`config.mk`:
```
export PLATFORM = sky130hd
export DESIGN_NAME = pwr_mode_ctl
export DESIGN_NICKNAME = d
export VERILOG_FILES = /design/src/rtl/pwr_mode_pkg.sv /design/src/rtl/pwr_wake_detect.sv /design/src/rtl/pwr_wdt.sv /design/src/rtl/pwr_mode_fsm.sv /design/src/rtl/pwr_mode_ctl.sv
export SDC_FILE = /design/constraint.sdc
export NUM_CORES = 1
export LEC_CHECK = 0
export BUFFER_PORTS_ARGS = -buffer_cell sky130_fd_sc_hd__buf_2
export CAP_MARGIN = 20
export CORE_MARGIN = 10
export CORE_UTILIZATION = 43
export DETAILED_ROUTE_END_ITERATION = 16
export HOLD_SLACK_MARGIN = 0.08
export PLACE_DENSITY_LB_ADDON = 0.12
export SKIP_LAST_GASP = 1
export SLEW_MARGIN = 25
export SYNTH_ARGS = -nofsm -noshare
export SYNTH_HDL_FRONTEND = slang
export SYNTH_SLANG_ARGS = --single-unit
```
`constraint.sdc`:
```
create_clock -name clk -period 4 [get_ports clk]
set_clock_uncertainty 0.05 [all_clocks]
set_input_delay 0.8 -clock clk [delete_from_list [all_inputs] [get_ports clk]]
set_output_delay 0.8 -clock clk [all_outputs]
set_load 0.01 [all_outputs]
```
`src/rtl/pwr_mode_pkg.sv`:
```
package pwr_mode_pkg;

  typedef enum logic [1:0] {
    PM_RUN   = 2'b00,
    PM_IDLE  = 2'b01,
    PM_SLEEP = 2'b10
  } pm_state_t;

  // Clock-gate pattern per mode, ordered {cpu, periph, osc, clkmon}
  function automatic logic [3:0] pm_gates(pm_state_t s);
    case (s)
      PM_IDLE:  return 4'b0111;
      PM_SLEEP: return 4'b0000;
      default:  return 4'b1111;
    endcase
  endfunction

  // Mode transition: requests only from Run, wake always wins
  function automatic pm_state_t pm_next(pm_state_t cur, logic req_vld,
                                        logic req_sleep, logic wake);
    pm_state_t n;
    n = cur;
    if (cur == PM_RUN) begin
      if (req_vld && !wake) n = req_sleep ? PM_SLEEP : PM_IDLE;
    end else if (wake) begin
      n = PM_RUN;
    end
    return n;
  endfunction

  // Watchdog terminal test
  function automatic logic wdt_at_end(int unsigned cnt, int unsigned limit);
    return cnt == (limit - 1);
  endfunction

endpackage

```
`src/rtl/pwr_wake_detect.sv`:
```
module pwr_wake_detect #(
  parameter int N_IRQ = 8
) (
  input  logic [N_IRQ-1:0] irq_pend,
  input  logic [N_IRQ-1:0] irq_en,
  input  logic             wdt_to,
  output logic             wake
);
  logic [N_IRQ-1:0] line_hit;

  for (genvar i = 0; i < N_IRQ; i++) begin : g_line
    assign line_hit[i] = irq_pend[i] & irq_en[i];
  end

  assign wake = (|line_hit) | wdt_to;

  always_comb begin
    if (!(|irq_en)) a_no_en_wake_r5: assert (wake == wdt_to);
  end
endmodule

```
`src/rtl/pwr_wdt.sv`:
```
module pwr_wdt
  import pwr_mode_pkg::*;
#(
  parameter int WDT_LIMIT = 16
) (
  input  logic clk,
  input  logic rst_n,
  input  logic wdt_en,
  input  logic tick,
  input  logic clr,
  output logic timeout,
  output logic lprc_en
);
  localparam int CW = (WDT_LIMIT < 2) ? 1 : $clog2(WDT_LIMIT);

  logic [CW-1:0] cnt_q;
  logic          to_q;
  logic          lprc_q;
  logic          hit_end;

  assign hit_end = wdt_at_end(int'(cnt_q), WDT_LIMIT);

  always_ff @(posedge clk or negedge rst_n) begin
    if (!rst_n) begin
      cnt_q  <= '0;
      to_q   <= 1'b0;
      lprc_q <= 1'b0;
    end else begin
      lprc_q <= wdt_en;
      if (clr || !wdt_en) begin
        cnt_q <= '0;
        to_q  <= 1'b0;
      end else if (tick) begin
        to_q  <= hit_end;
        cnt_q <= hit_end ? '0 : cnt_q + 1'b1;
      end else begin
        to_q <= 1'b0;
      end
    end
  end

  assign timeout = to_q;
  assign lprc_en = lprc_q;

  p_to_pulse_r6: assert property (@(posedge clk) disable iff (!rst_n)
    to_q |=> !to_q);
  p_lprc_follow_r8: assert property (@(posedge clk) disable iff (!rst_n)
    wdt_en |=> lprc_q);
endmodule

```
`src/rtl/pwr_mode_fsm.sv`:
```
module pwr_mode_fsm
  import pwr_mode_pkg::*;
(
  input  logic      clk,
  input  logic      rst_n,
  input  logic      req_vld,
  input  logic      req_sleep,
  input  logic      wake,
  input  logic      wdt_en,
  output pm_state_t state,
  output logic      sleep_entry,
  output logic      wdt_clr_pulse,
  output logic      cpu_en,
  output logic      periph_en,
  output logic      osc_en,
  output logic      clkmon_en
);
  pm_state_t  st_q, st_d;
  logic [3:0] gate_q;
  logic       clr_q;

  assign st_d        = pm_next(st_q, req_vld, req_sleep, wake);
  assign sleep_entry = (st_q == PM_RUN) && (st_d == PM_SLEEP);

  always_ff @(posedge clk or negedge rst_n) begin
    if (!rst_n) begin
      st_q   <= PM_RUN;
      gate_q <= 4'b1111;
      clr_q  <= 1'b0;
    end else begin
      st_q   <= st_d;
      gate_q <= pm_gates(st_d);
      clr_q  <= sleep_entry && wdt_en;
    end
  end

  assign state         = st_q;
  assign wdt_clr_pulse = clr_q;
  assign cpu_en        = gate_q[3];
  assign periph_en     = gate_q[2];
  assign osc_en        = gate_q[1];
  assign clkmon_en     = gate_q[0];

  p_sleep_gates_r2: assert property (@(posedge clk) disable iff (!rst_n)
    (st_q == PM_SLEEP) |-> (!cpu_en && !periph_en && !osc_en && !clkmon_en));
  p_idle_gates_r3: assert property (@(posedge clk) disable iff (!rst_n)
    (st_q == PM_IDLE) |-> (!cpu_en && periph_en && osc_en && clkmon_en));
  p_wake_exit_r4: assert property (@(posedge clk) disable iff (!rst_n)
    (st_q != PM_RUN && wake) |=> (st_q == PM_RUN));
  p_no_wake_hold_r5: assert property (@(posedge clk) disable iff (!rst_n)
    (st_q != PM_RUN && !wake) |=> $stable(st_q));
  p_clr_pulse_r7: assert property (@(posedge clk) disable iff (!rst_n)
    clr_q |=> !clr_q);
  p_clr_in_sleep_r7: assert property (@(posedge clk) disable iff (!rst_n)
    clr_q |-> (st_q == PM_SLEEP));
  p_req_blocked_r9: assert property (@(posedge clk) disable iff (!rst_n)
    (st_q == PM_RUN && wake) |=> (st_q == PM_RUN));
endmodule

```
`src/rtl/pwr_mode_ctl.sv`:
```
module pwr_mode_ctl
  import pwr_mode_pkg::*;
#(
  parameter int N_IRQ     = 8,
  parameter int WDT_LIMIT = 16,
  parameter int SRC_W     = 3
) (
  input  logic             clk,
  input  logic             rst_n,
  input  logic             mode_req_vld,
  input  logic             mode_req_sleep,
  input  logic [N_IRQ-1:0] irq_pend,
  input  logic [N_IRQ-1:0] irq_en,
  input  logic             wdt_en,
  input  logic             wdt_kick,
  input  logic             lprc_tick,
  input  logic             clk_src_wr,
  input  logic [SRC_W-1:0] clk_src_din,
  output logic [1:0]       mode_status,
  output logic             cpu_clk_en,
  output logic             periph_clk_en,
  output logic             osc_en,
  output logic             lprc_en,
  output logic             clkmon_en,
  output logic             wdt_clr_pulse,
  output logic             wdt_timeout,
  output logic [SRC_W-1:0] clk_src_sel
);
  pm_state_t        state;
  logic             wake;
  logic             sleep_entry;
  logic             wdt_clr_int;
  logic [SRC_W-1:0] src_q;

  assign wdt_clr_int = wdt_kick | sleep_entry;

  pwr_wake_detect #(.N_IRQ(N_IRQ)) u_wake (
    .irq_pend (irq_pend),
    .irq_en   (irq_en),
    .wdt_to   (wdt_timeout),
    .wake     (wake)
  );

  pwr_wdt #(.WDT_LIMIT(WDT_LIMIT)) u_wdt (
    .clk     (clk),
    .rst_n   (rst_n),
    .wdt_en  (wdt_en),
    .tick    (lprc_tick),
    .clr     (wdt_clr_int),
    .timeout (wdt_timeout),
    .lprc_en (lprc_en)
  );

  pwr_mode_fsm u_fsm (
    .clk           (clk),
    .rst_n         (rst_n),
    .req_vld       (mode_req_vld),
    .req_sleep     (mode_req_sleep),
    .wake          (wake),
    .wdt_en        (wdt_en),
    .state         (state),
    .sleep_entry   (sleep_entry),
    .wdt_clr_pulse (wdt_clr_pulse),
    .cpu_en        (cpu_clk_en),
    .periph_en     (periph_clk_en),
    .osc_en        (osc_en),
    .clkmon_en     (clkmon_en)
  );

  always_ff @(posedge clk or negedge rst_n) begin
    if (!rst_n)                              src_q <= '0;
    else if (clk_src_wr && state == PM_RUN) src_q <= clk_src_din;
  end

  assign clk_src_sel = src_q;
  assign mode_status = state;

  p_src_hold_r10: assert property (@(posedge clk) disable iff (!rst_n)
    (state != PM_RUN) |=> $stable(clk_src_sel));
endmodule

```
==> metrics list, run 1 <==
* Peak fanout along the critical path: 5
- The initial antenna violation count is 0.
- Summed over all cells, the static leakage comes to about 0.43 nW.
- Across all register-to-register paths, the minimum setup slack is between 2 and 2.5 ns.
* Fin crit share: 57.3%
- Of the cells placed in the final design, the portion with a size suffix greater than 1 is around 48%.
- Die outline area: 3370 µm²
- Maximum clock frequency: 437 MHz
* Vert. Die Dim: 58.1 µm
- Run status: finished clean
- Worst IR Drop VDD: 0.000280 V
- Dividing total power by cell area gives a power density of 322 nW/µm².
- Critical Path RT: 4.14 ns
* RD Place Congestion: 0.783
* Via count normalized by instance count: 5.05
* Count of final setup violators: 0
- Initial Utilization: 46.7%
* Cell Area, Synth: between 600 and 700 µm²
* Bufs on Longest Clock Path: 2
- Insertion delay to the later sink of the worst-skew pair: 0.27 ns
- The final count of pins violating max slew was 0.
* DRC violation count after routing: 0
- Most common cell after layout, fill and taps aside: buf_2
* Share of the yosys chip area belonging to registers: 56.6%
- The smallest clock period supported by the final layout is computed as 2.29 ns.
- Global-route usage over all layers: 9.76%
- CTS tree: done
- The final layout contains routed wiring with a total length of 1590 µm.
- CP Launch Type: input pin
- Hold-fix buffers at CTS: 0
- In this run the biggest area consumer among cell types represents 48.2% of the synthesized area.
- For the pin with the worst max-slew slack, the measured transition is 0.323 ns.
- Number of filler instances in the final layout: 130
* Max-cap viol count: 0
- Total iterations of the first detailed-routing run: 4
- In the layout the commonest cells are buf_2, dfrtp_1, nor2_1.
- Adding up every negative setup slack in the final design gives 0 ns.
- After floorplanning, the core was sized to cover 1330 µm².
- The detailed router placed 556 vias in this run.
- Relative to the synthesized area, the layout overhead comes to 34.7%.
- Final-stage net count: 125
* Top-level port count: 39
* Hold Violations, Final: 0
- In this run, synthesis produced a sequential element count of 14.
- Number of antenna-violating nets in the routed design: 0
- The first global-routing pass estimated about 2600 µm of wire.
- Drt wl/cell: between 10 and 15 µm
- Entering global routing, the biggest net connects 15 pins.
- Max_slew headroom: 78.5%
* Largest area contributor in the synthesized netlist: dfrtp_1
- Postcts setup bufs: 0
* Post-synth cell types: 25
- Root buf cell: clkbuf_4
- Synthesized instance count: 56
- Placed wire-length estimate after detailed placement: around 1400 µm
- For this run, the number of Yosys warnings is 0.
- In this run the tool buffered the top-level ports with 38 buffer cells.
- Biggest area contributors in the synthesized netlist: dfrtp_1, dfstp_2, mux2_2
- Count of inserted antenna diode cells: 0
- Number of violations reported at the end of detailed-routing iteration 0: 11
- After clock tree synthesis, the clock-pin slew on the worst setup and hold paths is 0.08 ns.
- Final hold slack: 0.354 ns
- Global routing finished with a remaining overflow of 0.
- Endpoint class of the critical path: register
- RSZ-0062 raised after global routing: no
- A synthesized cell averages approximately 11 µm².
- At the worst endpoint, the arrival time is 2.43 ns.
- CTS buffer count: 3
- The tightest min-delay check is of the in -> async type.
- WS Path Type: in -> reg
- Number of global-route vias before repair: 575
* Core Rows: 13
- CTS HTree Levels: 1
- # clock sinks: 14
- Mapped Nets: 85
- From left edge to right edge, the die measures 58.1 µm.
- Quantity of gates resized following cts: 0
through the flow:
step	utilization [%]	power [mW]	cells	cell area (µm²)	setup slack [ns]
after floorplan	-	0.171	56	623	1.70
after global placement	61.0	0.193	106	813	1.51
after detailed placement	61.0	0.194	106	813	1.44
after CTS	62.9	0.275	110	840	1.72
after global routing	62.9	0.289	110	840	1.60
final	62.9	0.270	110	840	1.71
worst paths after layout:
check / to / depth (start not counted) / from
max: u_wdt.cnt_q[3] / 7 / irq_pend[3]
min: u_wdt.cnt_q[3] / 1 / rst_n
max reg2reg: u_wdt.cnt_q[3] / 6 / u_wdt.timeout
min reg2reg: clk_src_sel[2] / 1 / clk_src_sel[2]
max in group asynchronous: u_fsm.gate_q[2] / 1 / rst_n
min in group clk: clk_src_sel[2] / 1 / clk_src_sel[2]
critical path, cell delays in order:
cell and delay, ns:
buf_2 0.10, a222oi_1 0.36, nand4_1 0.19, or2_1 0.24
ha_1 0.22, a211o_1 0.32, nor3_1 0.20
Yosys cell counts (all sizes together):
cell type	count
nand4	2
a222oi	1
nand3b	1
mux2	3
nand3	2
or2	1
nor2	8
nor3	1
xor2	1
dfrtp	12
dfstp	2
ha	2
and3	1
a31oi	1
nand2	1
clkbuf	1
mux2i	1
buf	2
a41oi	1
a21oi	4
a22oi	2
inv	3
a211o	1
and2	1
nand2b	1
power breakdown:
part | switching (mW) | internal [mW] | leakage (nW)
Combinational | 0.0185 | 0.0210 | 0.235
Clock | 0.0412 | 0.0387 | 0.0150
Sequential | 0.00303 | 0.148 | 0.179
Total | 0.0628 | 0.208 | 0.429
logic make-up (layout without fill, tap and decap cells):
| family | after synthesis | count (layout) | share of synthesized area, % |
|---|---|---|---|
| mux | 4 | 4 | 7.03 |
| flops | 14 | 14 | 56.6 |
| simple gates | 19 | 19 | 15.1 |
| xor+xnor | 1 | 1 | 1.41 |
| compound gates | 10 | 10 | 11.0 |
| fa+ha+maj | 2 | 2 | 4.02 |
| buf+inv | 6 | 45 | 4.82 |
registers in the layout, indices dropped and copies added (netlist names):
name                 flops
u_wdt.cnt_q              4
u_fsm.state              2
u_wdt.lprc_en            1
u_wdt.timeout            1
clk_src_sel              3
u_fsm.gate_q             2
u_fsm.wdt_clr_pulse      1
layer usage:
metal / global-route usage (%) / vias up / wire length (µm)
met5: 0 / - / 0
met4: 2.01 / 0 / 10
met3: 6.75 / 2 / 185
met2: 16.4 / 23 / 798
met1: 9.73 / 257 / 594
li1: - / 274 / -
layout make-up:
type / count / area [µm²] / share of cell area, %
Multi-Input combinational cell: 36 / 240 / 28.6
Inverter: 3 / 11.3 / 1.34
Clock buffer: 4 / 26.3 / 3.13
Tap cell: 15 / 18.8 / 2.24
Timing Repair Buffer: 38 / 190 / 22.7
Sequential cell: 14 / 353 / 42.0
Power figures use the tool's default switching activity.
==> run 2, diff against run 1 <==
--- a/config.mk
+++ b/config.mk
@@ -5,10 +5,12 @@
 export SDC_FILE = /design/constraint.sdc
 export NUM_CORES = 1
 export LEC_CHECK = 0
+export ABC_AREA = 1
 export BUFFER_PORTS_ARGS = -buffer_cell sky130_fd_sc_hd__buf_2
 export CAP_MARGIN = 20
+export CORE_ASPECT_RATIO = 0.8
 export CORE_MARGIN = 10
-export CORE_UTILIZATION = 43
+export CORE_UTILIZATION = 42
 export DETAILED_ROUTE_END_ITERATION = 16
 export HOLD_SLACK_MARGIN = 0.08
 export PLACE_DENSITY_LB_ADDON = 0.12
==> constraint.sdc (replaced) <==
create_clock -name clk -period 2.3 [get_ports clk]
set_clock_uncertainty 0.05 [all_clocks]
set_input_delay 0.46 -clock clk [delete_from_list [all_inputs] [get_ports clk]]
set_output_delay 0.46 -clock clk [all_outputs]
set_load 0.01 [all_outputs]
==> metrics list, run 2 <==
* RD Place Congestion: 0.816
- Cell Area, Synth: 722 µm²
- Post-route core utilization: about 60%
- Cell with the most instances after synthesis: nand2_1
- Along the worst path, the maximum fanout reaches 4.
* Number of antenna-violating nets in the routed design: 0
- The initial antenna violation count was 0.
- The floorplan has 13 rows.
* Logic depth of the worst path, buffers included: 11
- Fraction of power consumed by combinational cells: 15.6%
* CP Launch Type: register
- Slowest CP cell: dfrtp_1
- Synth warnings: 0
- On the worst path, the slowest cell contributes a delay of around 0.38 ns.
* Count of inserted antenna diode cells: 0
- Clock-pin slew on the worst setup and hold paths: 0.08 ns
- The share of the Yosys chip area taken by registers is 48.9%.
- The first global-routing pass estimated 2880 µm of wire.
- The tree is rooted in a clkbuf_4.
- Switching fraction of total power: 24.1%
* Largest register by flop count: u_wdt.cnt_q
* CTS HTree Levels: 1
* CTS tree: done
* Classification of the worst-slack hold path: in -> reg
- Endpoint class of the critical path: register
- The worst setup path is of the reg -> reg kind.
- The number of global-route vias before repair was 681.
* Async S/R FF share, synth: 100%
* Reg-to-reg critical path startpoint: u_wdt.timeout
* Most common library cells after synthesis: nand2_1, dfrtp_1, inv_1, nand3_1, nor2_1
* Setup WS pre-CTS: 0.554 ns
* Top cell type's share of synthesized area: approximately two fifths
* Vert. Die Dim: 57.1 µm
- Entering global routing, the biggest net connects 15 pins.
* Setup slack of the worst register-to-register path: 0.74 ns
* Largest delay contributor family on the critical path: simple AND/OR/NAND/NOR gates
- Ranked by total cell area, the synthesized netlist is headed by dfrtp_1, nand2_1, nand3_1.
* Final-stage net count: 157
* Internal Dissipation: 0.391 mW
* Maximum clock frequency: 643 MHz
- RSZ-0062 raised after global routing: no
- For the pin with the worst max-slew slack, the measured transition is ~0.31 ns.
- Total number of vias: 661
- Post-layout minimum cycle time: 1.56 ns
- Dominant register cell in the synthesized netlist: dfrtp_1
* Relative contribution of the clock network to total power: between 30% and 40%
- Global-route usage over all layers: under 10%
- Total iterations of the first detailed-routing run: 4
* Most common cell after layout, fill and taps aside: buf_2
- Measured along the x axis, the die boundary spans 66.4 µm.
- CTS buffer count: 3
* # clock sinks: 14
* Mapped Nets: 115
- Synthesis instantiated 20 different standard cells from the library.
- The tightest hold path in the finished design has a slack of ~0.26 ns.
- Launching instance or port of the critical path: u_wdt.timeout
- Number of filler instances in the final layout: 145
- Max_slew headroom: 79.6%
* Leading cell types in the layout, fill and taps excluded: buf_2, nand2_1, inv_1, nand3_1, dfrtp_1
- Synthesized instance count: 86
- GRT Residual Overflow: 0
* Core footprint: roughly 1600 µm²
- After synthesis the netlist holds a flip-flop and latch count of 14.
* Ratio of cells with drive above 1 in the final layout: 39.4%
- Run status: finished clean
- Max-cap viol count: 0
- Max Slew Vio Count: 0
* Insertion delay to the later sink of the worst-skew pair: ~0.27 ns
* Bufs on Longest Clock Path: 2
* Via count normalized by instance count: around 4.4
- Depth of the most critical reg-to-reg path: 11
- Port Buf Inserts: 38
* Synthesized area divided by synthesized cell count: roughly 8.4 µm²
- Largest register FFs: 4
* Post-route insts no fill: between 100 and 150
- The worst-case IR drop observed on VDD is 0.000336 V.
- Placed wire-length estimate after detailed placement: 1450 µm
- Placed instance count: ~140
- Power Density: roughly 530 nW/µm²
* Area growth from synthesis to layout: 34.5%
- Drt wl/cell: 11.3 µm
- Dividing the final minimum period by the clock period gives 67.7%.
- STA puts the critical path data arrival time at about 1.7 ns.
- Worst path setup slack after routing: 0.744 ns
- After the first detailed-routing iteration, the DRC count stood at 17.
- In this run the static leakage power is ~0.58 nW.
- Die outline area: 3790 µm²
* Count of final setup violators: 0
- Reg2reg end: u_wdt.cnt_q[1]
- The analysis attributes to net switching a power of 0.124 mW.
- Post-CTS repair changed the size of 0 cells.
* Initial Utilization: around 44%
* Sequential Power Share: 51.1%
* Number of buffer and inverter instances along the worst setup path: 2
- After detailed routing, the number of remaining DRC violations is 0.
- DRT Wirelength: ~1700 µm
* Worst setup path endpoint: u_wdt.cnt_q[1]
* Top-level port count: 39
- Walking the worst path, the cells encountered are inv_1 > nand2_1 > nor2_1 > nand3_1 > nor2_1 > ha_1 > nand2_4 > nand2_2 > inv_2 > nand3_1 > nand2_1.
- dfrtp_1 takes more of the synthesized area than any other cell.
- The number of hold-slack violations in the final timing report is 0.
- Counting flops with a built-in enable in the synthesized netlist gives 0.
* Setup TNS after final layout: 0 ns
- Critical Path RT: 2.42 ns
run 2: logic make-up after synthesis:
logic type      share of synthesized area (%)
compound gates                           1.39
fa+ha+maj                                3.47
buf+inv                                  8.84
simple gates                             37.4
flops                                    48.9
run 2: area by class of cell:
| cell class | instances | area, µm² | share of cell area (%) |
|---|---|---|---|
| repair buffers | 39 | 200 | 20.6 |
| multi-input cells | 57 | 305 | 31.4 |
| inverters | 13 | 48.8 | 5.03 |
| flip-flops and latches | 14 | 353 | 36.3 |
| clock buffers | 4 | 36.3 | 3.74 |
| well taps | 22 | 27.5 | 2.84 |
run 2: routing by layer:
metal | vias to the layer above | wire (µm) | part of all wire, % | track usage (%)
met4 | 0 | 27 | 1.6 | 3.58
met5 | - | 0 | 0 | 0
li1 | 355 | - | - | -
met2 | 32 | 666 | 40 | 13.8
met1 | 272 | 803 | 48 | 11.2
met3 | 2 | 184 | 11 | 5.65
run 2: stage by stage:
| step | power (mW) | area (µm²) |
|---|---|---|
| after floorplan | 0.305 | 722 |
| after global placement | 0.346 | 925 |
| after detailed placement | 0.348 | 925 |
| after CTS | 0.526 | 971 |
| after global routing | 0.548 | 971 |
| final | 0.514 | 971 |
run 2: timing repair:
| item | 4_1_cts | 5_1_grt |
|---|---|---|
| setup buffers | 0 | 0 |
| endpoints found under the setup margin | 0 | 0 |
| hold endpoints to repair | 12 | 0 |
| hold buffers | 1 | 0 |
run 2: power by group through the flow:
stage               Sequential (mW)  Combinational (mW)  Clock (mW)
floorplan                     0.272              0.0327           0
global placement              0.267              0.0792           0
detailed placement            0.267              0.0802           0
CTS                           0.263              0.0815       0.181
global route                  0.264              0.0918       0.192
finish                        0.263              0.0800       0.172
run 2: how the worst min path moves through the flow:
| stage | startpoint | to | slack [ns] | cells after the start |
|---|---|---|---|---|
| 5_1_grt | wdt_en | u_wdt.lprc_en | 0.24 | 1 |
| 3_3_place_gp | rst_n | clk_src_sel[0] | 0.32 | 1 |
| 6_report | wdt_en | u_wdt.lprc_en | 0.26 | 1 |
| 4_1_cts | wdt_en | u_wdt.lprc_en | 0.24 | 1 |
| 2_1_floorplan | rst_n | clk_src_sel[0] | 0.11 | 0 |
| 3_5_place_dp | rst_n | clk_src_sel[0] | 0.32 | 1 |
run 2: worst reg2reg max path, cell delays in order (launching register included):
cell,delay (ns)
dfrtp_1,0.38
inv_1,0.05
nand2_1,0.05
nor2_1,0.15
nand3_1,0.09
nor2_1,0.13
ha_1,0.23
nand2_4,0.07
nand2_2,0.07
inv_2,0.05
nand3_1,0.07
nand2_1,0.05
